--- config.mk ---
export PLATFORM = sky130hd
export DESIGN_NAME = con_term_ctrl
export DESIGN_NICKNAME = d
export VERILOG_FILES = /design/src/rtl/cterm_pkg.sv /design/src/rtl/cterm_decode.sv /design/src/rtl/cterm_kbd.sv /design/src/rtl/cterm_prn.sv /design/src/rtl/cterm_intr.sv /design/src/rtl/con_term_ctrl.sv
export SDC_FILE = /design/constraint.sdc
export NUM_CORES = 1
export LEC_CHECK = 0
export ABC_CLOCK_PERIOD_IN_PS = 1350
export CAP_MARGIN = 20
export CORE_MARGIN = 4
export CORE_UTILIZATION = 41
export CTS_CLUSTER_SIZE = 20
export DETAILED_ROUTE_END_ITERATION = 7
export PLACE_DENSITY = 0.8
export SETUP_SLACK_MARGIN = 0.5
export SLEW_MARGIN = 20
export SYNTH_ARGS = -nofsm -noshare
export SYNTH_HDL_FRONTEND = slang
export SYNTH_SLANG_ARGS = --single-unit
--- constraint.sdc ---
create_clock -name clk -period 1.35 [get_ports clk]
set_input_delay 0.2025 -clock clk [delete_from_list [all_inputs] [get_ports clk]]
set_output_delay 0.2025 -clock clk [all_outputs]
set_load 0.02 [all_outputs]
--- src/rtl/cterm_pkg.sv ---
package cterm_pkg;
  localparam int OP_W = 3;
  localparam logic [2:0] IOT_OPC = 3'b110;

  typedef struct packed {
    logic valid;
    logic kbd;
    logic prn;
    logic ion;
    logic iof;
    logic skp;
    logic clr;
    logic xfr;
  } cterm_dec_t;
endpackage

--- src/rtl/cterm_decode.sv ---
module cterm_decode
  import cterm_pkg::*;
#(
  parameter int WORD_W  = 12,
  parameter int DEV_W   = 6,
  parameter int KBD_DEV = 3,
  parameter int PRN_DEV = 4,
  parameter int INT_DEV = 0
) (
  input  logic              valid_i,
  input  logic [WORD_W-1:0] word_i,
  output cterm_dec_t        dec_o
);
  localparam int DEV_LO = OP_W;
  localparam int DEV_HI = OP_W + DEV_W - 1;

  logic [DEV_W-1:0] dev;
  logic [OP_W-1:0]  op;
  logic             hit;

  assign dev = word_i[DEV_HI:DEV_LO];
  assign op  = word_i[OP_W-1:0];
  assign hit = valid_i && (word_i[WORD_W-1:WORD_W-3] == IOT_OPC);

  always_comb begin
    dec_o       = '0;
    dec_o.valid = hit;
    dec_o.kbd   = hit && (dev == DEV_W'(KBD_DEV));
    dec_o.prn   = hit && (dev == DEV_W'(PRN_DEV));
    dec_o.ion   = hit && (dev == DEV_W'(INT_DEV)) && (op == 3'b001);
    dec_o.iof   = hit && (dev == DEV_W'(INT_DEV)) && (op == 3'b010);
    dec_o.skp   = op[0];
    dec_o.clr   = op[1];
    dec_o.xfr   = op[2];
  end
endmodule

--- src/rtl/cterm_kbd.sv ---
module cterm_kbd #(
  parameter int WORD_W = 12,
  parameter int DATA_W = 8
) (
  input  logic              clk,
  input  logic              rst,
  input  logic              mclr_i,
  input  logic              strobe_i,
  input  logic [DATA_W-1:0] char_i,
  input  logic              sel_i,
  input  logic              clr_i,
  input  logic              rd_i,
  input  logic [WORD_W-1:0] acc_i,
  output logic              flag_o,
  output logic [WORD_W-1:0] acc_o
);
  logic              flag_q;
  logic [DATA_W-1:0] buf_q;

  always_ff @(posedge clk) begin
    if (rst) begin
      flag_q <= 1'b0;
      buf_q  <= '0;
    end else begin
      if (strobe_i) buf_q <= char_i;
      if (mclr_i)               flag_q <= 1'b0;
      else if (strobe_i)        flag_q <= 1'b1;
      else if (sel_i && clr_i)  flag_q <= 1'b0;
    end
  end

  always_comb begin
    acc_o = acc_i;
    if (sel_i && clr_i) acc_o = '0;
    if (sel_i && rd_i)  acc_o[DATA_W-1:0] = acc_o[DATA_W-1:0] | buf_q;
  end

  assign flag_o = flag_q;


  kflag_rise_chk: assert property (@(posedge clk) disable iff (rst)
    $rose(flag_q) |-> $past(strobe_i));
endmodule

--- src/rtl/cterm_prn.sv ---
module cterm_prn #(
  parameter int DATA_W = 8
) (
  input  logic              clk,
  input  logic              rst,
  input  logic              mclr_i,
  input  logic              done_i,
  input  logic              sel_i,
  input  logic              clr_i,
  input  logic              xfr_i,
  input  logic [DATA_W-1:0] data_i,
  output logic              flag_o,
  output logic              load_o,
  output logic [DATA_W-1:0] byte_o
);
  logic              flag_q;
  logic              load_q;
  logic [DATA_W-1:0] byte_q;

  always_ff @(posedge clk) begin
    if (rst) begin
      flag_q <= 1'b0;
      load_q <= 1'b0;
      byte_q <= '0;
    end else begin
      load_q <= sel_i && xfr_i;
      if (sel_i && xfr_i) byte_q <= data_i;
      if (mclr_i)              flag_q <= 1'b0;
      else if (done_i)         flag_q <= 1'b1;
      else if (sel_i && clr_i) flag_q <= 1'b0;
    end
  end

  assign flag_o = flag_q;
  assign load_o = load_q;
  assign byte_o = byte_q;


  pflag_rise_chk: assert property (@(posedge clk) disable iff (rst)
    $rose(flag_q) |-> $past(done_i));

  prn_strobe_chk: assert property (@(posedge clk) disable iff (rst)
    load_q |-> $past(sel_i));
endmodule

--- src/rtl/cterm_intr.sv ---
module cterm_intr (
  input  logic clk,
  input  logic rst,
  input  logic mclr_i,
  input  logic ack_i,
  input  logic event_i,
  input  logic ion_i,
  input  logic iof_i,
  output logic ie_o
);
  logic ie_q, pend_q;
  logic ie_d, pend_d;

  always_comb begin
    ie_d   = ie_q;
    pend_d = pend_q;
    if (event_i && pend_q) begin
      ie_d   = 1'b1;
      pend_d = 1'b0;
    end
    if (ion_i && !ie_d) pend_d = 1'b1;
    if (iof_i || mclr_i || ack_i) begin
      ie_d   = 1'b0;
      pend_d = 1'b0;
    end
  end

  always_ff @(posedge clk) begin
    if (rst) begin
      ie_q   <= 1'b0;
      pend_q <= 1'b0;
    end else begin
      ie_q   <= ie_d;
      pend_q <= pend_d;
    end
  end

  assign ie_o = ie_q;


  ie_rise_chk: assert property (@(posedge clk) disable iff (rst)
    $rose(ie_q) |-> $past(pend_q) && $past(event_i));

  ack_off_chk: assert property (@(posedge clk) disable iff (rst)
    $past(ack_i) |-> !ie_q && !pend_q);

  iof_off_chk: assert property (@(posedge clk) disable iff (rst)
    $past(iof_i) |-> !ie_q);
endmodule

--- src/rtl/con_term_ctrl.sv ---
module con_term_ctrl
  import cterm_pkg::*;
#(
  parameter int WORD_W  = 12,
  parameter int DATA_W  = 8,
  parameter int DEV_W   = 6,
  parameter int KBD_DEV = 3,
  parameter int PRN_DEV = 4,
  parameter int INT_DEV = 0
) (
  input  logic              clk,
  input  logic              rst,
  input  logic              mclr_i,
  input  logic              iot_valid_i,
  input  logic [WORD_W-1:0] iot_word_i,
  input  logic [WORD_W-1:0] acc_i,
  input  logic              instr_done_i,
  input  logic              int_ack_i,
  input  logic              kbd_strobe_i,
  input  logic [DATA_W-1:0] kbd_char_i,
  input  logic              prn_done_i,
  output logic              done_o,
  output logic              skip_o,
  output logic [WORD_W-1:0] acc_o,
  output logic              prn_load_o,
  output logic [DATA_W-1:0] prn_byte_o,
  output logic              irq_o
);
  cterm_dec_t        dec;
  logic              kflag, pflag, ie;
  logic [WORD_W-1:0] kacc;
  logic              skip_d;

  cterm_decode #(
    .WORD_W(WORD_W), .DEV_W(DEV_W),
    .KBD_DEV(KBD_DEV), .PRN_DEV(PRN_DEV), .INT_DEV(INT_DEV)
  ) dec_i (
    .valid_i(iot_valid_i), .word_i(iot_word_i), .dec_o(dec)
  );

  cterm_kbd #(.WORD_W(WORD_W), .DATA_W(DATA_W)) kbd_i (
    .clk(clk), .rst(rst), .mclr_i(mclr_i),
    .strobe_i(kbd_strobe_i), .char_i(kbd_char_i),
    .sel_i(dec.kbd), .clr_i(dec.clr), .rd_i(dec.xfr),
    .acc_i(acc_i), .flag_o(kflag), .acc_o(kacc)
  );

  cterm_prn #(.DATA_W(DATA_W)) prn_i (
    .clk(clk), .rst(rst), .mclr_i(mclr_i), .done_i(prn_done_i),
    .sel_i(dec.prn), .clr_i(dec.clr), .xfr_i(dec.xfr),
    .data_i(acc_i[DATA_W-1:0]),
    .flag_o(pflag), .load_o(prn_load_o), .byte_o(prn_byte_o)
  );

  cterm_intr intr_i (
    .clk(clk), .rst(rst), .mclr_i(mclr_i), .ack_i(int_ack_i),
    .event_i(dec.valid || instr_done_i),
    .ion_i(dec.ion), .iof_i(dec.iof), .ie_o(ie)
  );

  assign skip_d = dec.skp && ((dec.kbd && kflag) || (dec.prn && pflag));

  always_ff @(posedge clk) begin
    if (rst) begin
      done_o <= 1'b0;
      skip_o <= 1'b0;
      acc_o  <= '0;
    end else begin
      done_o <= dec.valid;
      skip_o <= dec.valid && skip_d;
      if (dec.valid) acc_o <= kacc;
    end
  end

  assign irq_o = ie && (kflag || pflag);


  mclr_quiet_chk: assert property (@(posedge clk) disable iff (rst)
    $past(mclr_i) |-> !irq_o && !kflag && !pflag);

  done_src_chk: assert property (@(posedge clk) disable iff (rst)
    done_o |-> $past(iot_valid_i));
endmodule

==> results of run 1 <==
==> worst min-delay path by stage <==
| stage | end | slack, ps | depth (start not counted) |
|---|---|---|---|
| after floorplan | kbd_i.flag_o | 280 | 1 |
| after global placement | acc_o[9] | 440 | 2 |
| after detailed placement | acc_o[11] | 450 | 2 |
| after CTS | intr_i.pend_q | 190 | 4 |
| after global routing | intr_i.pend_q | 180 | 4 |
| final | intr_i.pend_q | 190 | 4 |
==> power groups by stage <==
stage / sequential (W) / clock, W / combinational, W
global placement: 0.00110 / 0 / 0.000288
global route: 0.00109 / 0.000803 / 0.000352
CTS: 0.00108 / 0.000731 / 0.000310
floorplan: 0.00111 / 0 / 0.0000881
finish: 0.00108 / 0.000730 / 0.000332
detailed placement: 0.00110 / 0 / 0.000297
==> cell families after synthesis <==
kind of cell / Yosys count
simple gates: 66
flops: 35
compound gates: 26
mux: 16
buf+inv: 8
==> per-stage QoR <==
stage	utilization, %	worst slack (ps)
final	77.0	150
after global routing	77.0	84.7
after CTS	74.1	156
after detailed placement	67.6	-386
after global placement	67.6	-302
after floorplan	-	188
==> synth_stat cells, drive strengths merged (2+ instances only) <==
cell / instances
nor3: 4
mux2i: 16
buf: 5
a21oi: 6
nand4: 3
clkbuf: 3
nand4b: 2
nor2: 27
nand2b: 2
a211oi: 8
nand2: 17
o21ai: 9
dfxtp: 35
nand3: 2
==> timing repair <==
item / 4_1_cts / 5_1_grt
endpoints found under the hold margin: 0 / 0
setup buffers: 6 / 6
resized for setup: 233 / 11
setup endpoints to repair: 58 / 49
pin swaps: 13 / 11
cloned: 0 / 0
==> metal layers <==
metal / track usage [%] / vias to the layer above
met5: 0 / -
met4: 15.2 / 0
met3: 5.40 / 19
met2: 37.3 / 52
met1: 21.3 / 705
li1: - / 715
==> flip-flops by register name, summed over array words and instances, names as in the netlist <==
signal and cells:
skip_o 1, prn_i.load_o 1, kbd_i.flag_o 1, done_o 1, prn_i.byte_o 8, kbd_i.buf_q 8
intr_i.pend_q 1, acc_o 12, intr_i.ie_o 1, prn_i.flag_o 1
==> worst max-delay path: cells and delay by family, from the launching register on <==
family                 cells  cell delay, ps
flip-flops                 1             340
AO/OA/AOI/OAI              1             190
buffers and inverters      1             130
==> layout make-up <==
cell class / instances / area, sq um / share of cell area [%]
Timing Repair Buffer: 92 / 916 / 35.4
Sequential cell: 35 / 734 / 28.4
Tap cell: 46 / 57.6 / 2.22
Multi-Input combinational cell: 108 / 811 / 31.3
Clock inverter: 1 / 30.0 / 1.16
Clock buffer: 6 / 41.3 / 1.59
==> metrics.md, run 1 <==
| Metric | Value |
|---|---|
| Top-Level Pins | 64 |
| Port bufs | 63 |
| CTS tree | done |
| Number of buffers created by CTS | 5 |
| H-tree depth | 2 |
| Top Layer Used | met4 |
| Switch Pwr | 0.000505 W |
| Synth Instances | between 150 and 200 |
| Layout cell share with drive strength beyond 1 | 52.9% |
| Die Width | 67.1 um |
| P_int | 0.00164 W |
| Placed cells | about 270 |
| Row count | 21 |
| RSZ-0062 raised after global routing | yes |
| Min Tclk post-route | 1200 ps |
| Worst path slowest cell | dfxtp_2 |
| Vias/cell | 5.18 |
| Critical path launch point type | register |
| Critical Path Sink Type | output port |
| # setup viols final | 0 |
| Largest family of logic cells by synthesized area | simple AND/OR/NAND/NOR gates |
| Most frequent cells in the layout | buf_6 (38), nor2_1 (27), dfxtp_2 (27) |
| Synth Area per Inst | 9.48 sq um |
| Final Routed Wirelength | 4.66 mm |
| Worst Skew | around 3.3 ps |
| CP Class | reg2out |
| Leakage | 1.14 nW |
| Reg power frac | 50.5% |
| Post-synthesis xor/xnor area fraction | 0% |
| Core ar. | 3360 sq um |
| Final net count | roughly 280 |
| Syn Nets | 191 |
| Crit path arrival time | 1000 ps |
| Worst setup path endpoint | irq_o |
| Clock tree buffer depth | 2 |
| Metal3 WL | about 220 um |
| Final period utilization | 88.9% |
| Worst-Skew Late Latency | 340 ps |
| Grt ovf | 0 |
| Synth Area in Compound Gates | 13.8% |
| Cts hold-fix bufs | 0 |
| Worst slew pin tran | 312 ps |
| Simple-gate share of the synthesized area | about a quarter |
| Slew HR | 79.0% |
| Fin cells | 288 |
| Final ANT Viol Nets | 0 |
| Top_reg_cell synth | dfxtp_1 |
| Die Span Y | 67.1 um |
| Commonest non-fill, non-tap cell in the layout | buf_6 |
| Synthesis-to-finish area growth | 80.9% |
| Power Density | 828 nW/um^2 |
| Worst EP required | 1150 ps |
| Initial antenna violation count | 0 |
| Share of flip-flops with an asynchronous set or reset | 0% |
| FILL cells | 235 |
| Crit path cell chain | o21a_1 > buf_6 |
| Global-route wire length before repair | 6.97 mm |
| Worst Hold Class | in2reg |
| Drt drc | 0 |
| Vias in the first global route | 1,572 |
| Synth area leaders | dfxtp_1 (49%), mux2i_1 (11%), nor2_1 (7.1%), a211oi_2 (7.0%), nand2_1 (4.5%) |
| Detailed router's first-iteration violation count | 61 |
| WHS | 193 ps |
| Synthesis warning total | 0 |
| Placed Instance Area | 2270 sq um |
| Max_cap viols | 0 |
| Post-synthesis adder-cell area fraction | 0% |
| Post-synth EDFFs | 0 |
| Setup TNS | 0 ps |
| Register-to-register setup slack | roughly 360 ps |
| Comb pwr share | 15.5% |
| Netlist cell types | 30 |
| Seq/Total Area, Yosys | ~49% |
| Status | complete, no violations |
| Slowest cell delay on critical path | roughly 340 ps |
| Peak fanout along the critical path | 2 |
| N_diodes | 0 |
| DPL Wire Length | 3.12 mm |
| Post-Syn Area | 1430 sq um |
| Clock transition at path regs | 100 ps |
| Pin count of the biggest net entering global routing | 13 |
| Clock power frac | 34.0% |
| Met2 Wirelength | 2.57 mm |
| Post-DR wirelength/cell | 16.2 um |
| Hold path startpoint | iot_word_i[5] |
| M1 WL | around 1.7 mm |
| Slew Limit Fails | 0 |
| Worst vdd ir | 0.000657 V |
| Power, Total | 0.00215 W |
| Placer Congestion | between 0.8 and 0.9 |
| FMAX | ~830 MHz |
| Clock Sink Count | 35 |
| Worst reg2reg path endpoint | skip_o |
| Detailed Routing Iterations Pass 1 | 4 |
| Top-area cell type share of the netlist area | 49.0% |
| Post-route cell area | roughly 2600 sq um |
| Sw frac | 23.5% |
| Yosys reg bits | 35 |
| Final hold vios | 0 |
| Synth area leader | dfxtp_1 |
| Starting Density | 42.6% |
| Global Route Usage Sum | 21.2% |
| Full die area | approximately 4500 sq um |
| Post-synthesis mux area share | 11.2% |
| Crit path from | kbd_i.flag_o |
| Vias after detailed routing | roughly 1,500 |
| Root buf cell | clkbuf_4 |
| Worst reg2reg path startpoint | kbd_i.flag_o |
| Worst Reg2Reg Path Length in Cells | 4 |
Note: power is estimated with default switching activity, not from simulation.
==> run 2, diff against run 1 <==
--- a/config.mk
+++ b/config.mk
@@ -5,13 +5,14 @@
 export SDC_FILE = /design/constraint.sdc
 export NUM_CORES = 1
 export LEC_CHECK = 0
+export ABC_AREA = 1
 export ABC_CLOCK_PERIOD_IN_PS = 1350
 export CAP_MARGIN = 20
 export CORE_MARGIN = 4
-export CORE_UTILIZATION = 41
+export CORE_UTILIZATION = 42
 export CTS_CLUSTER_SIZE = 20
 export DETAILED_ROUTE_END_ITERATION = 7
-export PLACE_DENSITY = 0.8
+export PLACE_DENSITY = 0.79
 export SETUP_SLACK_MARGIN = 0.5
 export SLEW_MARGIN = 20
 export SYNTH_ARGS = -nofsm -noshare
==> run 2 against run 1 <==
  * Global-route usage rose by 1.5 points
  * Synthesized area up 10%
  * Largest cell class unchanged
  * Register-to-register slack better by 160 ps
  * Utilization grew 4.5 points
  * Fmax up 9.1%
  * Final area grew 15%
  * Die area grew 6.8%
  * First-iteration DRC count up 130%
  * Clock power increased by 4.1%
  * Synthesized cell count rose by 43%
  * Critical endpoint unchanged
==> metrics.md, run 2 <==
| Metric | Value |
|---|---|
| Vias/cell | 5.29 (was 5.18) |
| Final period utilization | 81.5% (was 88.9%) |
| Synthesis warning total | 0 (unchanged) |
| Synth Area per Inst | 7.32 sq um (was 9.48 sq um) |
| CTS tree | done (unchanged) |
| Commonest non-fill, non-tap cell in the layout | nor2_1 (was buf_6) |
| Worst-Skew Late Latency | 280 ps (was 340 ps) |
| Detailed Routing Iterations Pass 1 | 5 (was 4) |
| Worst slew pin tran | 297 ps (was 312 ps) |
| Layout cell share with drive strength beyond 1 | 51.8% (was 52.9%) |
| Drt drc | 0 (unchanged) |
| Syn Nets | 256 (was 191) |
| Power, Total | 0.00225 W (was 0.00215 W) |
| Top cells by count, synth | nor2_1 (50), dfxtp_1 (35), nand2_1 (33) (was dfxtp_1 (35), nor2_1 (27), nand2_1 (17)) |
| Post-synthesis mux area share | 0% (was 11.2%) |
| Initial antenna violation count | 0 (unchanged) |
| Port bufs | 63 (unchanged) |
| Reg power frac | 48.5% (was 50.5%) |
| N_diodes | 0 (unchanged) |
| RSZ-0062 raised after global routing | yes (unchanged) |
| Pin count of the biggest net entering global routing | 29 (was 13) |
| Yosys reg bits | 35 (unchanged) |
| Synth Instances | 216 (was 151) |
| Row count | 22 (was 21) |
| DPL Wire Length | 3.10 mm (was 3.12 mm) |
| Die Span Y | 69.3 um (was 67.1 um) |
| Top-area cell type share of the netlist area | 44.3% (was 49.0%) |
| Post-DR wirelength/cell | 17.5 um (was 16.2 um) |
| Biggest register | acc_o (unchanged) |
| Final ANT Viol Nets | 0 (unchanged) |
| Seq/Total Area, Yosys | 44.3% (was 49.0%) |
| Core ar. | 3660 sq um (was 3360 sq um) |
| Comb pwr share | 17.8% (was 15.5%) |
| Top-Level Pins | 64 (unchanged) |
| Synth area leader | dfxtp_1 (unchanged) |
| Count leader, synth | nor2_1 (was dfxtp_1) |
| Min Tclk post-route | 1100 ps (was 1200 ps) |
| Most frequent cells in the layout | nor2_1 (43), buf_6 (37), dfxtp_2 (25) (was buf_6 (38), nor2_1 (27), dfxtp_2 (27)) |
| Vias after detailed routing | 1,909 (was 1,491) |
| Peak fanout along the critical path | 2 (unchanged) |
| Slew HR | 80.0% (was 79.0%) |
| Power Density | 756 nW/um^2 (was 828 nW/um^2) |
| Die Width | 69.3 um (was 67.1 um) |
| Leakage | 1.30 nW (was 1.14 nW) |
| Worst Skew | 2.90 ps (was 3.30 ps) |
| Worst Hold Class | in2reg (unchanged) |
| Status | complete, no violations (unchanged) |
| Max reg flops | 12 (unchanged) |
| Synth area leaders | dfxtp_1 (44%), nor2_1 (12%), nand2_1 (7.8%), o21ai_0 (6.3%), inv_1 (4.5%) (was dfxtp_1 (49%), mux2i_1 (11%), nor2_1 (7.1%), a211oi_2 (7.0%), nand2_1 (4.5%)) |
| Slowest cell delay on critical path | 340 ps (about the same) |
| Post-Syn Area | 1580 sq um (was 1430 sq um) |
| H-tree depth | 2 (unchanged) |
| Cts hold-fix bufs | 0 (unchanged) |
| FMAX | 909 MHz (was 833 MHz) |
| Crit path cell chain | nor2_4 > nor2_2 > buf_6 (was o21a_1 > buf_6) |
| Clock tree buffer depth | 2 (unchanged) |
| Critical Path Sink Type | output port (unchanged) |
| Share of flip-flops with an asynchronous set or reset | 0% (unchanged) |
| Slew Limit Fails | 0 (unchanged) |
| Clock Sink Count | 35 (unchanged) |
| P_int | 0.00168 W (was 0.00164 W) |
| Root buf cell | clkbuf_8 (was clkbuf_4) |
| Placer Congestion | 0.807 (was 0.832) |
| Global Route Usage Sum | 22.7% (was 21.2%) |
| Crit path arrival time | 900 ps (was 1000 ps) |
| Critical path launch point type | register (unchanged) |
| Synthesis-to-finish area growth | 88.8% (was 80.9%) |
| Worst EP required | 1150 ps (about the same) |
| Post-synthesis xor/xnor area fraction | 0% (unchanged) |
| Clock power frac | 33.7% (was 34.0%) |
| Sw frac | 25.3% (was 23.5%) |
| Final Routed Wirelength | 6.31 mm (was 4.66 mm) |
| Final net count | 353 (was 282) |
| Detailed router's first-iteration violation count | 141 (was 61) |
| Synth Area in Compound Gates | 10.1% (was 13.8%) |
| Max_cap viols | 0 (unchanged) |
| Worst vdd ir | 0.000506 V (was 0.000657 V) |
| Starting Density | 43.2% (was 42.6%) |
| # setup viols final | 0 (unchanged) |
| Netlist cell types | 23 (was 30) |
| Post-synthesis adder-cell area fraction | 0% (unchanged) |
| Final hold vios | 0 (unchanged) |
| WHS | 293 ps (was 193 ps) |
| Post-synth EDFFs | 0 (unchanged) |
| Clock transition at path regs | 70 ps (was 100 ps) |
| Simple-gate share of the synthesized area | 37.5% (was 23.3%) |
| Full die area | 4810 sq um (was 4500 sq um) |
| Top_reg_cell synth | dfxtp_1 (unchanged) |
| CP Class | reg2out (unchanged) |
| Number of buffers created by CTS | 5 (unchanged) |
| Worst path slowest cell | dfxtp_2 (unchanged) |
| Switch Pwr | 0.000570 W (was 0.000505 W) |
| Largest family of logic cells by synthesized area | simple AND/OR/NAND/NOR gates (unchanged) |
| Grt ovf | 0 (unchanged) |
| Vias in the first global route | 1,841 (was 1,572) |
| Global-route wire length before repair | 8.73 mm (was 6.97 mm) |
==> run 2: cell types whose count changed after synthesis, sizes merged, moves of 9 or more <==
cell	previous run	this run
nand2	17	35
or2	0	9
inv	0	19
mux2i	16	0
nor2	27	56
o21ai	9	20
==> run 2: cells by family (layout without fill, tap and decap cells) <==
logic type,Yosys count,in the layout
AO/OA/AOI/OAI,32,32
buffers and inverters,28,122
flip-flops,35,35
AND/OR/NAND/NOR,121,124
==> run 2: cell type report <==
class,instances,area [sq um]
inverters,21,91.3
flip-flops and latches,35,732
clock inverters,1,5.00
clock buffers,6,82.6
fillers,210,678
well taps,48,60.1
repair buffers,94,1040
multi-input cells,156,972
==> run 2: path summary, 6_finish.rpt <==
path              cells past startpoint            to  slack, ps          start
setup / recovery                      3         irq_o        250   prn_i.flag_o
hold / removal                        3  kbd_i.flag_o        290   kbd_strobe_i
setup reg to reg                      3      acc_o[1]        520       acc_o[1]
hold reg to reg                       2   intr_i.ie_o        490  intr_i.pend_q
==> run 2: metrics by stage <==
stage | instances | utilization [%] | instance area, sq um | setup WS [ps] | setup TNS (ps)
floorplan | 216 | - | 1620 | 286 | 0
global placement | 335 | 65.7 | 2400 | -286 | -6880
detailed placement | 335 | 65.7 | 2400 | -337 | -7660
CTS | 356 | 76.8 | 2810 | 248 | 0
global route | 361 | 81.5 | 2980 | 220 | 0
finish | 361 | 81.5 | 2980 | 250 | 0
==> run 2: timing repair <==
item	in CTS	in global routing
pin swaps	28	20
hold endpoints to repair	0	0
endpoints found under the setup margin	59	58
buffers inserted	9	5
gates resized for setup	241	44
gates cloned	5	0
==> run 2: power groups by stage <==
stage	registers (W)	logic [W]	clock network (W)
3_5_place_dp	0.00110	0.000318	0
2_1_floorplan	0.00112	0.000103	0
3_3_place_gp	0.00110	0.000313	0
5_1_grt	0.00109	0.000423	0.000789
4_1_cts	0.00109	0.000358	0.000760
6_report	0.00109	0.000401	0.000760
==> run 2: routing by layer <==
metal / global-route usage, % / wire length [um]
met2: 40.7 / 3340
met4: 12.1 / 266
met3: 5.36 / 332
met1: 24.3 / 2370
met5: 0 / 0
==> run 2: worst max-delay path, delay by kind of cell, from the launching register on <==
family,cells,cell delay [ps]
buffers and inverters,1,120
AND/OR/NAND/NOR,2,150
flip-flops,1,340
==> run 3, diff against run 2 <==
--- a/config.mk
+++ b/config.mk
@@ -6,7 +6,7 @@
 export NUM_CORES = 1
 export LEC_CHECK = 0
 export ABC_AREA = 1
-export ABC_CLOCK_PERIOD_IN_PS = 1350
+export ABC_CLOCK_PERIOD_IN_PS = 1100
 export CAP_MARGIN = 20
 export CORE_MARGIN = 4
 export CORE_UTILIZATION = 42
==> constraint.sdc (replaced) <==
create_clock -name clk -period 1.1 [get_ports clk]
set_input_delay 0.165 -clock clk [delete_from_list [all_inputs] [get_ports clk]]
set_output_delay 0.165 -clock clk [all_outputs]
set_load 0.02 [all_outputs]
==> run 3 against run 2 <==
  * Combinational power increased by 18%
  * Critical path type unchanged
  * Sequential cell count unchanged
  * Setup slack got worse by 220 ps
  * Non-clock buffer count decreased by 3
==> metrics.md, run 3 (synthesis results as in run 2) <==
| Metric | Value |
|---|---|
| Status | complete, no violations (unchanged) |
| Max_cap viols | 0 (unchanged) |
| Leakage | 1.25 nW (was 1.30 nW) |
| Placer Congestion | 0.866 (was 0.807) |
| Root buf cell | clkbuf_8 (unchanged) |
| Grt ovf | 0 (unchanged) |
| Critical Path Sink Type | output port (unchanged) |
| Final period utilization | between 90 and 100% |
| Register area | 742 sq um (was 732 sq um) |
| Most frequent cells in the layout | nor2_1 (42), buf_6 (39), dfxtp_2 (33) (was nor2_1 (43), buf_6 (37), dfxtp_2 (25)) |
| Biggest register | acc_o (unchanged) |
| Cts hold-fix bufs | 0 (unchanged) |
| Drt drc | 0 (unchanged) |
| Min Tclk post-route | 1070 ps |
| Commonest non-fill, non-tap cell in the layout | nor2_1 (unchanged) |
| CTS tree | done (unchanged) |
| Worst path slowest cell | dfxtp_2 (unchanged) |
| Final net count | 352 (was 353) |
| Multi-input logic area | 1040 sq um (was 972 sq um) |
| H-tree depth | 2 (unchanged) |
| Critical path launch point type | register (unchanged) |
| Vias in the first global route | 1,685 (was 1,841) |
| Worst slew pin tran | 336 ps (was 297 ps) |
| Detailed router's first-iteration violation count | 77 (was 141) |
| Top delay family on crit path | flip-flops (unchanged) |
| Port bufs | 63 (unchanged) |
| Worst EP required | 940 ps (was 1150 ps) |
| N_diodes | 0 (unchanged) |
| Power Density | 930 nW/um^2 (was 756 nW/um^2) |
| Setup TNS | 0 ps (unchanged) |
| Initial antenna violation count | 0 (unchanged) |
| Slew Limit Fails | 0 (unchanged) |
| Worst vdd ir | 0.000885 V (was 0.000506 V) |
| Crit path cell chain | nor2_4 > nor2_4 > buf_6 (was nor2_4 > nor2_2 > buf_6) |
| Final Routed Wirelength | 5.65 mm (was 6.31 mm) |
| FMAX | 931 MHz |
| Worst-Skew Late Latency | 290 ps (was 280 ps) |
| Clock transition at path regs | 70 ps (about the same) |
| Cell mode on critical path | nor2_4 |
| Post-DR wirelength/cell | 15.7 um (was 17.5 um) |
| # setup viols final | 0 (unchanged) |
| Pin count of the biggest net entering global routing | 15 (was 29) |
| Die Width | 69.3 um (unchanged) |
| Clock Sink Count | 35 (unchanged) |
| Clock tree buffer depth | 2 (unchanged) |
| Slowest cell delay on critical path | 340 ps (about the same) |
| Vias after detailed routing | 1,869 (was 1,909) |
| Final hold vios | 0 (unchanged) |
| Global Route Usage Sum | 20.9% (was 22.7%) |
| Synthesis-to-finish area growth | 85.5% (was 88.8%) |
| FILL cells | 242 (was 210) |
| Number of buffers created by CTS | 5 (unchanged) |
| CP Class | reg2out (unchanged) |
| Worst Hold Class | in2reg (unchanged) |
| Slew HR | 77.4% (was 80.0%) |
| Global-route wire length before repair | 8.04 mm (was 8.73 mm) |
| DPL Wire Length | 2.97 mm (was 3.10 mm) |
| Top-Level Pins | 64 (unchanged) |
| Peak fanout along the critical path | 2 (unchanged) |
| Buf+Inv Stages, Crit Path | 1 (unchanged) |
| WHS | 282 ps (was 293 ps) |
| RSZ-0062 raised after global routing | yes (unchanged) |
| Max reg flops | 12 (unchanged) |
| Final ANT Viol Nets | 0 (unchanged) |
| Core ar. | 3660 sq um (unchanged) |
| Layout cell share with drive strength beyond 1 | 59.7% (was 51.8%) |
| Full die area | 4810 sq um (unchanged) |
| Row count | 22 (unchanged) |
| Detailed Routing Iterations Pass 1 | 4 (was 5) |
| Vias/cell | 5.18 (was 5.29) |
| Worst Skew | 5.27 ps (was 2.90 ps) |
| Die Span Y | 69.3 um (unchanged) |
| Crit path arrival time | 910 ps (was 900 ps) |
| Starting Density | 43.2% (unchanged) |
## run 3: cell count changes in the layout (fill, tap and decap cells not counted), moves of 4 or more
cell / change
a21oi_1: -4
a21oi_2: +4
buf_12: -7
dfxtp_1: -8
dfxtp_2: +8
nand2_1: -6
nand2_2: +6
o21ai_1: -4
o21ai_2: +6
## run 3: cell type report
type / count / share of cell area, %
Clock buffer: 7 / 2.60
Clock inverter: 1 / 0.171
Inverter: 21 / 3.41
Multi-Input combinational cell: 156 / 35.6
Sequential cell: 35 / 25.3
Tap cell: 48 / 2.05
Timing Repair Buffer: 91 / 30.4
Timing Repair inverter: 2 / 0.427
## run 3: stage by stage
stage	setup slack [ps]	cells	total power [W]	util (%)	instance area, sq um
3_3_place_gp	-514	338	0.00174	65.9	2410
4_1_cts	29.3	359	0.00267	75.3	2760
2_1_floorplan	73.4	216	0.00151	-	1660
6_report	26.2	361	0.00273	80.1	2930
5_1_grt	-13.1	361	0.00281	80.1	2930
3_5_place_dp	-563	338	0.00174	65.9	2410
## run 3: worst paths after layout
path | end | cells after the start | slack (ps) | start
worst min register to register | kbd_i.buf_q[4] | 2 | 480 | kbd_i.buf_q[4]
worst max-delay path | irq_o | 3 | 30 | kbd_i.flag_o
worst max register to register | acc_o[2] | 3 | 190 | acc_o[2]
worst min-delay path | skip_o | 3 | 280 | iot_word_i[0]
## run 3: report_power, final
group          internal, W  switching (W)  total (W)
combinational     0.000247       0.000228   0.000475
sequential         0.00131      0.0000318    0.00135
clock             0.000444       0.000463   0.000907
total              0.00201       0.000723    0.00273
## run 3: worst reg2reg max path, delay by kind of cell (launching register included)
kind	cells	cell delay (ps)
DFF	1	330
AOI/OAI and AO/OA	2	320
buffers and inverters	1	130
## run 3: what timing repair did
action                                  CTS  global route
buffers inserted                          8             2
pin swaps                                32            23
gates cloned                              5             0
endpoints found under the setup margin   59            58
gates resized for setup                 252            61
## run 3: layer usage
metal	vias to the layer above	part of all wire, %	GRT usage (%)
met4	0	4.2	6.51
met3	21	5.7	4.93
met2	73	51	36.2
met1	881	39	25.3
met5	-	0	0
li1	894	-	-
